### src/rtl/mres_pkg.sv
package mres_pkg;

    // Result of one adder cell: sum bit and carry out.
    typedef struct packed {
        logic sum;
        logic cout;
    } add_bit_t;

    function automatic add_bit_t full_add(input logic a, input logic b, input logic ci);
        add_bit_t r;
        r.sum  = a ^ b ^ ci;
        r.cout = (a & b) | (ci & (a ^ b));
        return r;
    endfunction

    function automatic add_bit_t half_add(input logic a, input logic b);
        add_bit_t r;
        r.sum  = a ^ b;
        r.cout = a & b;
        return r;
    endfunction

    // Number of K-bit slices needed to cover a word of width w.
    function automatic int slice_count(input int w, input int k);
        return (w + k - 1) / k;
    endfunction

    // Smallest power of two that is >= n (n >= 1).
    function automatic int pow2_ceil(input int n);
        int p;
        p = 1;
        while (p < n) p = p * 2;
        return p;
    endfunction

endpackage

### src/rtl/mres_eac_adder.sv
// K-bit adder modulo 2^K-1: full-adder ripple row, then the carry out of the
// top bit re-enters at bit 0 through a half-adder increment row. Both inputs
// are at most 2^K-1, so the increment row can never carry out again.
module mres_eac_adder
    import mres_pkg::*;
#(
    parameter int K = 2
) (
    input  logic [K-1:0] a,
    input  logic [K-1:0] b,
    output logic [K-1:0] y
);
    add_bit_t [K-1:0] row;
    logic     [K:0]   c;
    logic     [K-1:0] inc;

    assign c[0] = 1'b0;

    for (genvar i = 0; i < K; i++) begin : g_row
        if (i == 0) begin : g_lsb
            assign row[i] = half_add(a[i], b[i]);
        end else begin : g_fa
            assign row[i] = full_add(a[i], b[i], c[i]);
        end
        assign c[i+1] = row[i].cout;
    end

    // Wraparound: the top carry becomes the increment at bit 0.
    assign inc[0] = c[K];
    for (genvar i = 0; i < K; i++) begin : g_wrap
        assign y[i] = row[i].sum ^ inc[i];
        if (i < K - 1) begin : g_ic
            assign inc[i+1] = row[i].sum & inc[i];
        end
    end
endmodule

### src/rtl/mres_tree.sv
// Balanced reduction tree of end-around-carry adders over zero-padded slices.
module mres_tree
    import mres_pkg::*;
#(
    parameter int DW = 32,
    parameter int K  = 2
) (
    input  logic [DW-1:0] word,
    output logic [K-1:0]  residue
);
    localparam int NSL   = slice_count(DW, K);
    localparam int PW    = NSL * K;
    localparam int LEAVES = pow2_ceil(NSL);
    localparam int NODES = 2 * LEAVES - 1;

    logic [PW-1:0]            padded;
    logic [NODES-1:0][K-1:0]  node;

    assign padded = PW'(word);

    // Leaves: real slices first, constant zero beyond the last slice.
    for (genvar i = 0; i < LEAVES; i++) begin : g_leaf
        if (i < NSL) begin : g_slice
            assign node[LEAVES-1+i] = padded[i*K +: K];
        end else begin : g_zero
            assign node[LEAVES-1+i] = '0;
        end
    end

    // Internal node j combines children 2j+1 and 2j+2.
    for (genvar j = 0; j < LEAVES - 1; j++) begin : g_node
        mres_eac_adder #(.K(K)) u_add (
            .a (node[2*j+1]),
            .b (node[2*j+2]),
            .y (node[j])
        );
    end

    assign residue = node[0];
endmodule

### src/rtl/mres_equal.sv
// Equality modulo 2^K-1 on residues that may use either code for zero.
module mres_equal #(
    parameter int K = 2
) (
    input  logic [K-1:0] a,
    input  logic [K-1:0] b,
    output logic         eq
);
    logic a_zero, a_ones, b_zero, b_ones, same;

    assign a_zero = ~|a;
    assign a_ones = &a;
    assign b_zero = ~|b;
    assign b_ones = &b;
    assign same   = ~|(a ^ b);

    assign eq = same | (a_zero & b_ones) | (a_ones & b_zero);
endmodule

### src/rtl/mres_reducer_top.sv
module mres_reducer_top
    import mres_pkg::*;
#(
    parameter int DW      = 32,
    parameter int K       = 2,
    parameter bit OUT_REG = 1'b1
) (
    input  logic          clk,
    input  logic          rst,
    input  logic [DW-1:0] din,
    output logic [K-1:0]  res_out,
    input  logic [K-1:0]  cmp_a,
    input  logic [K-1:0]  cmp_b,
    output logic          cmp_eq
);
    localparam logic [DW-1:0] MODV = DW'((1 << K) - 1);

    logic [K-1:0] tree_res;

    mres_tree #(.DW(DW), .K(K)) u_tree (
        .word    (din),
        .residue (tree_res)
    );

    if (OUT_REG) begin : g_reg
        always_ff @(posedge clk) begin
            if (rst) res_out <= '0;
            else     res_out <= tree_res;
        end

        // registered residue is congruent to the previous word
        a_r1_congruent: assert property (@(posedge clk) disable iff (rst)
            1'b1 |=> ((DW'(res_out) % MODV) == ($past(din) % MODV)));

        // zero word gives the all-zeros code
        a_r2_zero_code: assert property (@(posedge clk) disable iff (rst)
            (din == '0) |=> (res_out == '0));

        // nonzero multiple of M gives the all-ones code
        a_r3_ones_code: assert property (@(posedge clk) disable iff (rst)
            ((din != '0) && ((din % MODV) == '0)) |=> (&res_out));
    end else begin : g_comb
        assign res_out = tree_res;
    end

    mres_equal #(.K(K)) u_eq (
        .a  (cmp_a),
        .b  (cmp_b),
        .eq (cmp_eq)
    );

    // residues equal modulo M must compare equal
    a_r6_eq_mod: assert property (@(posedge clk) disable iff (rst)
        ((DW'(cmp_a) % MODV) == (DW'(cmp_b) % MODV)) |-> cmp_eq);

    // residues differing modulo M must compare unequal
    a_r7_ne_mod: assert property (@(posedge clk) disable iff (rst)
        ((DW'(cmp_a) % MODV) != (DW'(cmp_b) % MODV)) |-> !cmp_eq);
endmodule

### config.mk
export PLATFORM = sky130hd
export DESIGN_NAME = mres_reducer_top
export DESIGN_NICKNAME = d
export VERILOG_FILES = /design/src/rtl/mres_pkg.sv /design/src/rtl/mres_eac_adder.sv /design/src/rtl/mres_tree.sv /design/src/rtl/mres_equal.sv /design/src/rtl/mres_reducer_top.sv
export SDC_FILE = /design/constraint.sdc
export NUM_CORES = 1
export LEC_CHECK = 0
export ABC_AREA = 1
export BUFFER_PORTS_ARGS = -buffer_cell sky130_fd_sc_hd__buf_2
export CORE_MARGIN = 4
export CORE_UTILIZATION = 43
export CTS_CLUSTER_DIAMETER = 50
export DETAILED_ROUTE_END_ITERATION = 10
export PLACE_DENSITY_LB_ADDON = 0.3
export RECOVER_POWER = 25
export SYNTH_ARGS = -nofsm -noshare
export SYNTH_HDL_FRONTEND = slang
export SYNTH_SLANG_ARGS = --single-unit
### constraint.sdc
create_clock -name clk -period 3.8 [get_ports clk]
set_clock_uncertainty 0.15 [all_clocks]
set_input_delay 0.19 -clock clk [delete_from_list [all_inputs] [get_ports clk]]
set_output_delay 0.19 -clock clk [all_outputs]
set_load 0.05 [all_outputs]
# Yosys cells after proc, flatten, opt, wreduce, memory -nomap -nowiden
# Cells that the tools add are included.
# Widths: inputs -> output; s select.
# op_classes
n_reduce_logical	8
bitwise	155
# ops
cell	count
$xor 1x1->1	75
$and 1x1->1	62
$or 1x1->1	17
$reduce_or 2->1	3
$reduce_and 2->1	2
$logic_not 1->1	3
$xor 2x2->2	1
# totals
elab_cells	164
regBits	2

# Depth between registers and ports, before layout
# Gate-level depths: netlist of run 1.
# depth
word_depth	20
mapped_depth	20
ltp_nobuf	20

# Modules after synthesis
# From an unflattened synthesis of run 1, not the netlist that was laid out.
# hier_totals
cells_unflattened	140
area_unflattened_um2	1067.3
# by_module_without_submodules
mod	area_per_inst_um2	cells_each	instances	seq_area_each_um2
mres_eac_adder	63.8	8	15	0.0
mres_equal	55.1	14	1	0.0
mres_reducer_top	55.1	6	1	40.0

# Worst setup path after synthesis of run 1
# Ideal clock, no wire load.
# synth_timing
path_type	in2reg
start	input port din[0]
end	register res_out[1]
path_slack_ns	0.144
cell_stages	17
n_path_buf	0
t_arrival_ns	3.391
t_required_ns	3.536
cell_sequence	ha_1 -> fa_1 -> ha_1 -> ha_1 -> inv_1 -> fa_1 -> inv_1 -> ha_1 -> ha_1 -> inv_1 -> fa_1 -> xor2_1 -> fa_1 -> inv_1 -> ha_1 -> xor2_1 -> nor2_1
# synth_via
elab_chain_cells	20
# synth_lines
element	line	rtl
start, declared	mres_reducer_top.sv:10	input logic [DW-1:0] din,
$and 1x1->1	mres_pkg.sv:19	r.cout = a & b;
$and 1x1->1	mres_pkg.sv:12	r.cout = (a & b) | (ci & (a ^ b));
$or 1x1->1	mres_pkg.sv:12	
$and 1x1->1	mres_eac_adder.sv:33	assign inc[i+1] = row[i].sum & inc[i];
$xor 1x1->1	mres_eac_adder.sv:31	assign y[i] = row[i].sum ^ inc[i];
$xor 1x1->1	mres_pkg.sv:11, mres_pkg.sv:12	
$and 1x1->1	mres_pkg.sv:12	
$or 1x1->1	mres_pkg.sv:12	
[... 4 more ...]	-	
$or 1x1->1	mres_pkg.sv:12	
$and 1x1->1	mres_eac_adder.sv:33	
$xor 1x1->1	mres_eac_adder.sv:31	
$xor 1x1->1	mres_pkg.sv:11, mres_pkg.sv:12	
$and 1x1->1	mres_pkg.sv:12	
$or 1x1->1	mres_pkg.sv:12	
$and 1x1->1	mres_eac_adder.sv:33	
$xor 1x1->1 *	mres_eac_adder.sv:31	
end signal, assigned	mres_reducer_top.sv:28	else res_out <= tree_res;
end, declared	mres_reducer_top.sv:11	output logic [K-1:0] res_out,
# Every way passes the cells marked *; elsewhere a longest branch is shown, timed or not.
# A chain may end at the register's enable or synchronous reset.

# Worst setup path after layout of run 1
# layout_timing
start	input port din[12]
end	register res_out[1]
# Same word-level chain as after synthesis.

==> metrics.txt, run 1 <==
status finished, final reports clean; Slew @ Worst Pin 0.5944 ns; Post-Synth XOR/XNOR Area 0.1360; routed wl met3 123 um; largest family of logic cells by synthesized area adder cells; drt pass-1 iters 4; Avg Cell Area, Syn 10.39 um^2; clk slew on worst S/H paths 0.03 ns; vias per inst 4.610; area fraction of the dominant cell type after synthesis 0.3886; vias 756; Layout Utilization 0.6373; most used cell, CP ha_1; Placement Setup Slack -0.1312 ns; Hold Crit Class input port to flop; Cell Chain, Critical Path buf_2 > ha_1 > fa_2 > ha_4 > ha_1 > inv_1 > fa_1 > inv_1 > ha_1 > ha_2 > inv_2 > fa_1 > inv_1 > ha_1 > ha_2 > inv_2 > fa_2 > xor2_1 > nor2_1; Critical Path Sink Type flop; Inserted Diodes 0; total gr overflow 0; count leader, synth ha_1; Initial DRC Count 8; max reg flops 2; die height 55.40 um; Main synth FF type dfxtp_1; most area-consuming cells after synthesis ha_1, fa_1, xnor2_1, inv_1, xor2_1; initial antenna violation count 0; final wirelength 1666 um; IO Pins 41; CP max FO 1; most frequent cells after synthesis ha_1, inv_1, fa_1; DRT antenna net count 0; Sink Count 2; CP arrival 3.57 ns; number of cell rows 16; Regs by FF count res_out: 2 flops; GPL Wtd Cong 0.6912; Largest Register res_out; slowest CP cell fa_2; Post-Synth Simple-Gate Area 0.04275; post-DP HPWL 1604 um; WS Path Type input port to flop; met1 wire length 579 um; leakage 0.6941 nW; hold path startpoint rst; Startpoint Class input port; Syn Nets 176; slew margin rel. 0.6054; Final WS setup 0.1926 ns; drt drc 0; final max-slew violation count 0; CTS Root Cell clkbuf_4; final net count 222; mapped cell area 965.9 um^2; TritonCTS clock tree done; Post-Place Cell Area 1200 um^2; first-pass GRT wire length 2967 um; Starting Density 0.4730; post-synthesis async set-or-reset flop share 0; mux contribution to synthesized area 0; Seq/Total Area, Yosys 0.04145; WP data required 3.77 ns; unrepaired setup endpoints after global routing false; max cap viols 0; Compound-Gate Fraction of Synth Area 0.01036; synthesized instance count 93; Slowest Stage Delay on Critical Path 0.52 ns; Synth Register Bits 2; die area 3069 um^2; setup violators final 0; Min Clock Period, post-route 3.607 ns; Final Hold Fails 0; Post-Synth Adder-Cell Area 0.6995; worst vdd ir 0.7928 mV; final instance area 1301 um^2; Max Clk Rate 0.2772 GHz; Synthesis Warnings 0; top layer used by detailed routing met3; Yosys cell types 9; wire length on met2 962 um; CTS Buf Count 3; layout cells sized above 1 0.4380; Synth area leader ha_1; Critical Path Start din[12]; H-tree depth 1; vias in the first global route 828; die width 55.40 um; largest net degree at the start of global routing 4; CP delay by family, top adder cells; global-route usage over all layers 0.1150; Max clock buf depth 2; Core Region 2042 um^2; buffers plus inverters on the worst setup path 6; count of input and output buffers 40; synth-to-layout area growth 34.72%; fin crit share 0.9493; post-DR wirelength/cell 10.16 um; Power Density 876.3 nW/um^2; count of flip-flops with a built-in enable after synthesis 0
[worst paths after layout]
check               endpoint  slack, ns  cells past startpoint
setup / recovery  res_out[1]       0.19                     19
hold / removal    res_out[0]       0.52                      3
[logic make-up (layout without fill, tap and decap cells)]
logic type | count (synthesis) | after routing
adder cells (fa/ha/maj) | 45 | 45
buffers and inverters | 18 | 62
flip-flops | 2 | 2
AND/OR/NAND/NOR | 11 | 11
AO/OA/AOI/OAI | 2 | 2
XOR/XNOR | 15 | 15
[cell usage in the layout (no fill, tap or decap)]
| cell | instances |
|---|---|
| buf_2 | 39 |
| ha_1 | 24 |
| inv_1 | 16 |
| fa_2 | 10 |
| xnor2_1 | 8 |
| xor2_1 | 7 |
| nor2_1 | 6 |
| nand2_1 | 5 |
| fa_1 | 5 |
| ha_4 | 3 |
| ha_2 | 3 |
| clkbuf_4 | 3 |
| inv_2 | 2 |
| o21ai_0 | 2 |
| dfxtp_1 | 2 |
| dlygate4sd3_1 | 1 |
| clkbuf_1 | 1 |
[stage by stage]
stage          power, mW  setup TNS, ns  instances  hold WS, ns
3_5_place_dp       1.040        -0.2098        160       0.2213
4_1_cts            1.103              0        164       0.5207
3_3_place_gp      0.9915      -0.005713        160       0.2153
6_report           1.140              0        164       0.5202
5_1_grt            1.379              0        164       0.5521
2_1_floorplan     0.8619              0         93       0.1112
[area by class of cell]
cell class              instances  area (um^2)
flip-flops and latches          2        40.04
clock buffers                   3        22.52
fillers                       172        740.7
repair buffers                 41        209.0
well taps                      27        33.78
inverters                      18        67.56
multi-input cells              73        928.4
[where the power goes]
part | switching (mW) | internal [mW]
sequential | 0.00166 | 0.0439
combinational | 0.553 | 0.493
clock | 0.0133 | 0.0350
[tightest hold or removal path, delay by kind of cell]
| family | cells | cell delay [ns] |
|---|---|---|
| and+or+nand+nor | 1 | 0.04 |
| buffers and inverters | 2 | 0.63 |
[metal layers]
layer | vias to the layer above | GRT usage
li1 | 381 | -
met1 | 350 | 0.1151
met2 | 25 | 0.2314
met3 | 0 | 0.02564
met4 | 0 | 0.03125
met5 | - | 0
[repair_timing]
action                                  4_1_cts  5_1_grt
endpoints found under the hold margin         2        0
resized for setup                             0       18
hold buffers                                  1        0
buffers inserted                              0        0
endpoints found under the setup margin        0        2
No activity file was read; power rests on OpenSTA's default activity.
==> inputs of run 2 (changes only) <==
- BUFFER_PORTS_ARGS: -buffer_cell sky130_fd_sc_hd__buf_2 -> -buffer_cell sky130_fd_sc_hd__clkbuf_2
==> metrics.txt, run 2 (synthesis gave the netlist of run 1 again) <==
Layout Utilization 0.6373 (unchanged); WS Path Type input port to flop; setup violators final 0 (unchanged); layout cells sized above 1 0.3942 (-0.04380); drt pass-1 iters 2 (-2); CP max FO 1 (unchanged); Critical Path Start din[0]; Cell Chain, Critical Path clkbuf_2 > ha_1 > fa_2 > ha_1 > ha_1 > inv_1 > fa_1 > inv_1 > ha_1 > ha_1 > inv_1 > fa_1 > xor2_1 > fa_1 > inv_1 > ha_1 > xor2_1 > nor2_1; count of input and output buffers 40 (unchanged); total gr overflow 0 (unchanged); status finished, final reports clean; largest net degree at the start of global routing 4 (unchanged); initial antenna violation count 0 (unchanged); Slowest Stage Delay on Critical Path 0.42 ns (-0.10 ns); Initial DRC Count 3 (-5); Sink Count 2 (unchanged); CP arrival 3.56 ns (about the same); H-tree depth 1 (unchanged); Power Density 839.6 nW/um^2 (-4.2%); commonest non-fill, non-tap cell in the layout clkbuf_2; drt drc 0 (unchanged); slowest CP cell fa_1; Final Hold Fails 0 (unchanged); IO Pins 41 (unchanged); GPL Wtd Cong 0.6858 (-0.78%); setup TNS 0 ns (unchanged); Core Region 2042 um^2 (unchanged); most frequent cells in the layout clkbuf_2, ha_1, inv_1, xnor2_1, fa_2; CTS Root Cell clkbuf_4; post-DR wirelength/cell 9.634 um (-5.2%); Power Total 1.093 mW (-4.2%); first-pass GRT wire length 2760 um (-7.0%); TritonCTS clock tree done; DP Cell Count 160 (unchanged); die height 55.40 um (unchanged); die area 3069 um^2 (unchanged); Critical Path Sink Type flop; most used cell, CP ha_1; fin crit share 0.9463 (-0.002989); Starting Density 0.4730 (unchanged); worst vdd ir 0.7783 mV (-1.8%); Regs by FF count res_out: 2 flops; final wirelength 1580 um (-5.2%); vias in the first global route 739 (-11%); max reg flops 2 (unchanged); Min Clock Period, post-route 3.596 ns (-0.01136 ns); DRT antenna net count 0 (unchanged); post-CTS setup buffer count 0 (unchanged); Critical Path End res_out[1]; Inserted Diodes 0 (unchanged); max cap viols 0 (unchanged); vias 741 (-2.0%); post-DP HPWL 1537 um (-4.2%); slew margin rel. 0.6066 (+0.001212); die width 55.40 um (unchanged); synth-to-layout area growth 34.72% (unchanged); final non-filler cell total 164 (unchanged); final net count 222 (unchanged); vias per inst 4.518 (-2.0%); clk slew on worst S/H paths 0.03 ns (about the same); Startpoint Class input port; Largest Register res_out; global-route usage over all layers 0.1069 (-0.008113); leakage 0.7082 nW (+2.0%); Max Clk Rate 0.2781 GHz (+0.32%); Max clock buf depth 2 (unchanged); CTS Buf Count 3 (unchanged); final max-slew violation count 0 (unchanged); Hold Crit Class input port to flop; Slew @ Worst Pin 0.5926 ns (-0.001825 ns); number of cell rows 16 (unchanged); WP data required 3.76 ns (about the same)
[run 2: cell types whose count changed in the layout (fill, tap and decap cells not counted), sizes merged]
cell	change
buf	-39
clkbuf	+39
[run 2: final cells by class]
type / instances / area [um^2]
Fill cell: 176 / 740.7
Tap cell: 27 / 33.78
Sequential cell: 2 / 40.04
Inverter: 18 / 67.56
Multi-Input combinational cell: 73 / 928.4
Clock buffer: 3 / 22.52
Timing Repair Buffer: 41 / 209.0
[run 2: worst max-delay path: cells and delay by family]
family	cells	cell delay, ns
and+or+nand+nor	1	0.05
adders and majority gates	10	2.67
buffers and inverters	5	0.33
xor gates and xnor gates	2	0.31
[run 2: worst min path at each step]
stage,cells after the start,endpoint,from
6_report,3,res_out[0],rst
3_3_place_gp,2,res_out[0],rst
5_1_grt,3,res_out[0],rst
2_1_floorplan,1,res_out[0],rst
3_5_place_dp,2,res_out[0],rst
4_1_cts,3,res_out[0],rst
[run 2: power breakdown]
group | total, mW | switching [mW] | internal (mW)
combinational | 1.00 | 0.531 | 0.471
clock | 0.0457 | 0.0110 | 0.0347
sequential | 0.0456 | 0.00171 | 0.0439
total | 1.09 | 0.543 | 0.549
[run 2: metal layers]
| layer | GRT usage | part of all wire | up-vias |
|---|---|---|---|
| met3 | 0.03030 | 0.076 | 0 |
| met5 | 0 | 0 | - |
| met4 | 0.01042 | 0 | 0 |
| met2 | 0.2095 | 0.55 | 25 |
| met1 | 0.1154 | 0.37 | 334 |
| li1 | - | - | 382 |
[run 2: stage by stage]
| step | area [um^2] | hold WS, ns | setup WS, ns |
|---|---|---|---|
| floorplan | 965.9 | 0.1112 | 0.1443 |
| global placement | 1200 | 0.2177 | 0.01248 |
| detailed placement | 1200 | 0.2283 | -0.1110 |
| CTS | 1232 | 0.5297 | 0.1264 |
| global route | 1301 | 0.5566 | -0.01291 |
| finish | 1301 | 0.5377 | 0.2039 |
[run 2: what timing repair did]
action	in CTS	in global routing
hold endpoints to repair	1	0
gates resized for setup	0	12
endpoints found under the setup margin	0	2
hold buffers	1	0
==> inputs of run 3 (changes only) <==
- CORE_UTILIZATION: 43 -> 52
- clock period: 3.8 -> 4.6 ns (I/O delays scaled with it)
==> metrics.txt, run 3 (synthesis gave the netlist of run 1 again) <==
status finished, final reports clean; total gr overflow 0 (unchanged); post-DR wirelength/cell 10.99 um (+14%); logic gate share of total power 0.915 (about the same); fin crit share 0.8073; vias 758 (+2.3%); Post-Place Cell Area 1197 um^2 (-0.21%); Regs by FF count res_out: 2 flops; Core Region 1745 um^2 (-15%); vias per inst 4.708 (+4.2%); leakage 0.7136 nW (+0.76%); worst vdd ir 0.6148 mV (-21%); synth-to-layout area growth 26.17%; final non-filler cell total 161 (-1.8%); Slew @ Worst Pin 0.5955 ns (+0.002934 ns); Critical Path Start din[24]; CP arrival 3.68 ns (+0.12 ns); Power Internal 0.4433 mW (-19%); Starting Density 0.5534 (+0.08037); setup TNS 0 ns (unchanged); Final WS setup 0.8865 ns (+0.6826 ns); clk slew on worst S/H paths 0.03 ns (about the same); die width 51.10 um (-7.8%); first-pass GRT wire length 2884 um (+4.5%); layout cells sized above 1 0.3088 (-0.08534); initial antenna violation count 0 (unchanged); Critical Path Sink Type flop; die height 51.10 um (-7.8%); largest net degree at the start of global routing 4 (unchanged); CTS Buf Count 3 (unchanged); Max clock buf depth 2 (unchanged); Final Hold Fails 0 (unchanged); clock share of power 0.043 (about the same); TritonCTS clock tree done; global-route usage over all layers 0.1467 (+0.03981); slew margin rel. 0.6047 (-0.001948); Psw 0.4497 mW (-17%); final instance area 1219 um^2 (-6.3%); CP max FO 1 (unchanged); Power Density 732.8 nW/um^2 (-13%); Hold Crit Class input port to flop; die area 2611 um^2 (-15%); DP Cell Count 158 (-1.3%); IO Pins 41 (unchanged); DRT antenna net count 0 (unchanged); Largest Register res_out; WP data required 4.56 ns (+0.80 ns); unrepaired setup endpoints after global routing false; final wirelength 1769 um (+12%); Max Clk Rate 0.2693 GHz; number of cell rows 15 (-1); final hold slack 0.03375 ns (-0.5040 ns); GPL Wtd Cong 0.6701 (-2.3%); # hold bufs at CTS 0 (-1); final max-slew violation count 0 (unchanged); Inserted Diodes 0 (unchanged); WS Path Type input port to flop; Min Clock Period, post-route 3.713 ns; Placement Setup Slack 0.6150 ns (+0.7260 ns); max reg flops 2 (unchanged); vias in the first global route 794 (+7.4%); CTS Root Cell clkbuf_4; post-DP HPWL 1779 um (+16%); H-tree depth 1 (unchanged); post-CTS setup buffer count 0 (unchanged); drt pass-1 iters 1 (-1); Sink Count 2 (unchanged); drt drc 0 (unchanged); # resized after CTS 0 (unchanged); max cap viols 0 (unchanged); Initial DRC Count 0 (-3); switching share of power 0.5036 (+0.006390); count of input and output buffers 40 (unchanged); Startpoint Class input port; sequential power share 0.042 (about the same); commonest non-fill, non-tap cell in the layout clkbuf_2; most frequent cells in the layout clkbuf_2, ha_1, inv_1, fa_1, xnor2_1; Critical Path End res_out[1]; final net count 221 (-0.45%); setup violators final 0 (unchanged)
[run 3: cell types whose count changed in the layout (fill, tap and decap cells not counted), sizes merged]
cell / change
dlygate4sd3: -1
[run 3: power groups by stage]
| stage | logic, mW | registers, mW | clock network (mW) |
|---|---|---|---|
| after floorplan | 0.649 | 0.0631 | 0 |
| after global placement | 0.787 | 0.0378 | 0 |
| after detailed placement | 0.837 | 0.0380 | 0 |
| after CTS | 0.850 | 0.0377 | 0.0401 |
| after global routing | 0.972 | 0.0379 | 0.0425 |
| final | 0.817 | 0.0377 | 0.0380 |
[run 3: per-stage QoR]
| stage | total power, mW | util |
|---|---|---|
| floorplan | 0.7120 | - |
| global placement | 0.8245 | 0.6860 |
| detailed placement | 0.8753 | 0.6860 |
| CTS | 0.9274 | 0.6989 |
| global route | 1.052 | 0.6982 |
| finish | 0.8930 | 0.6982 |
[run 3: layer usage]
metal | up-vias | track usage | share of wire
met1 | 353 | 0.1423 | 0.31
li1 | 380 | - | -
met4 | 0 | 0.04933 | 0.0079
met5 | - | 0 | 0
met2 | 23 | 0.3047 | 0.62
met3 | 2 | 0.02041 | 0.061
[run 3: worst max-delay path: stages]
cell and delay, ns:
clkbuf_2 0.08, ha_1 0.20, fa_1 0.38, ha_1 0.29
ha_1 0.15, inv_1 0.05, fa_1 0.37, inv_1 0.07
ha_1 0.22, ha_1 0.18, inv_1 0.06, fa_1 0.15
inv_1 0.04, ha_1 0.26, ha_1 0.13, inv_1 0.05
fa_1 0.35, inv_1 0.06, ha_1 0.14, xor2_1 0.14
nor2_1 0.05
[run 3: area by class of cell]
type	count	area (um^2)
Tap cell	25	31.28
Clock buffer	3	22.52
Timing Repair Buffer	40	198.9
Inverter	18	67.56
Fill cell	156	526.8
Sequential cell	2	40.04
Multi-Input combinational cell	73	858.3
[run 3: how the worst min path moves through the flow]
stage,startpoint,end,slack [ns],cells after the start
CTS,rst,res_out[0],0.03,2
global route,rst,res_out[1],0.03,2
global placement,rst,res_out[0],0.26,2
floorplan,rst,res_out[0],0.15,1
finish,rst,res_out[0],0.03,2
detailed placement,rst,res_out[0],0.26,2
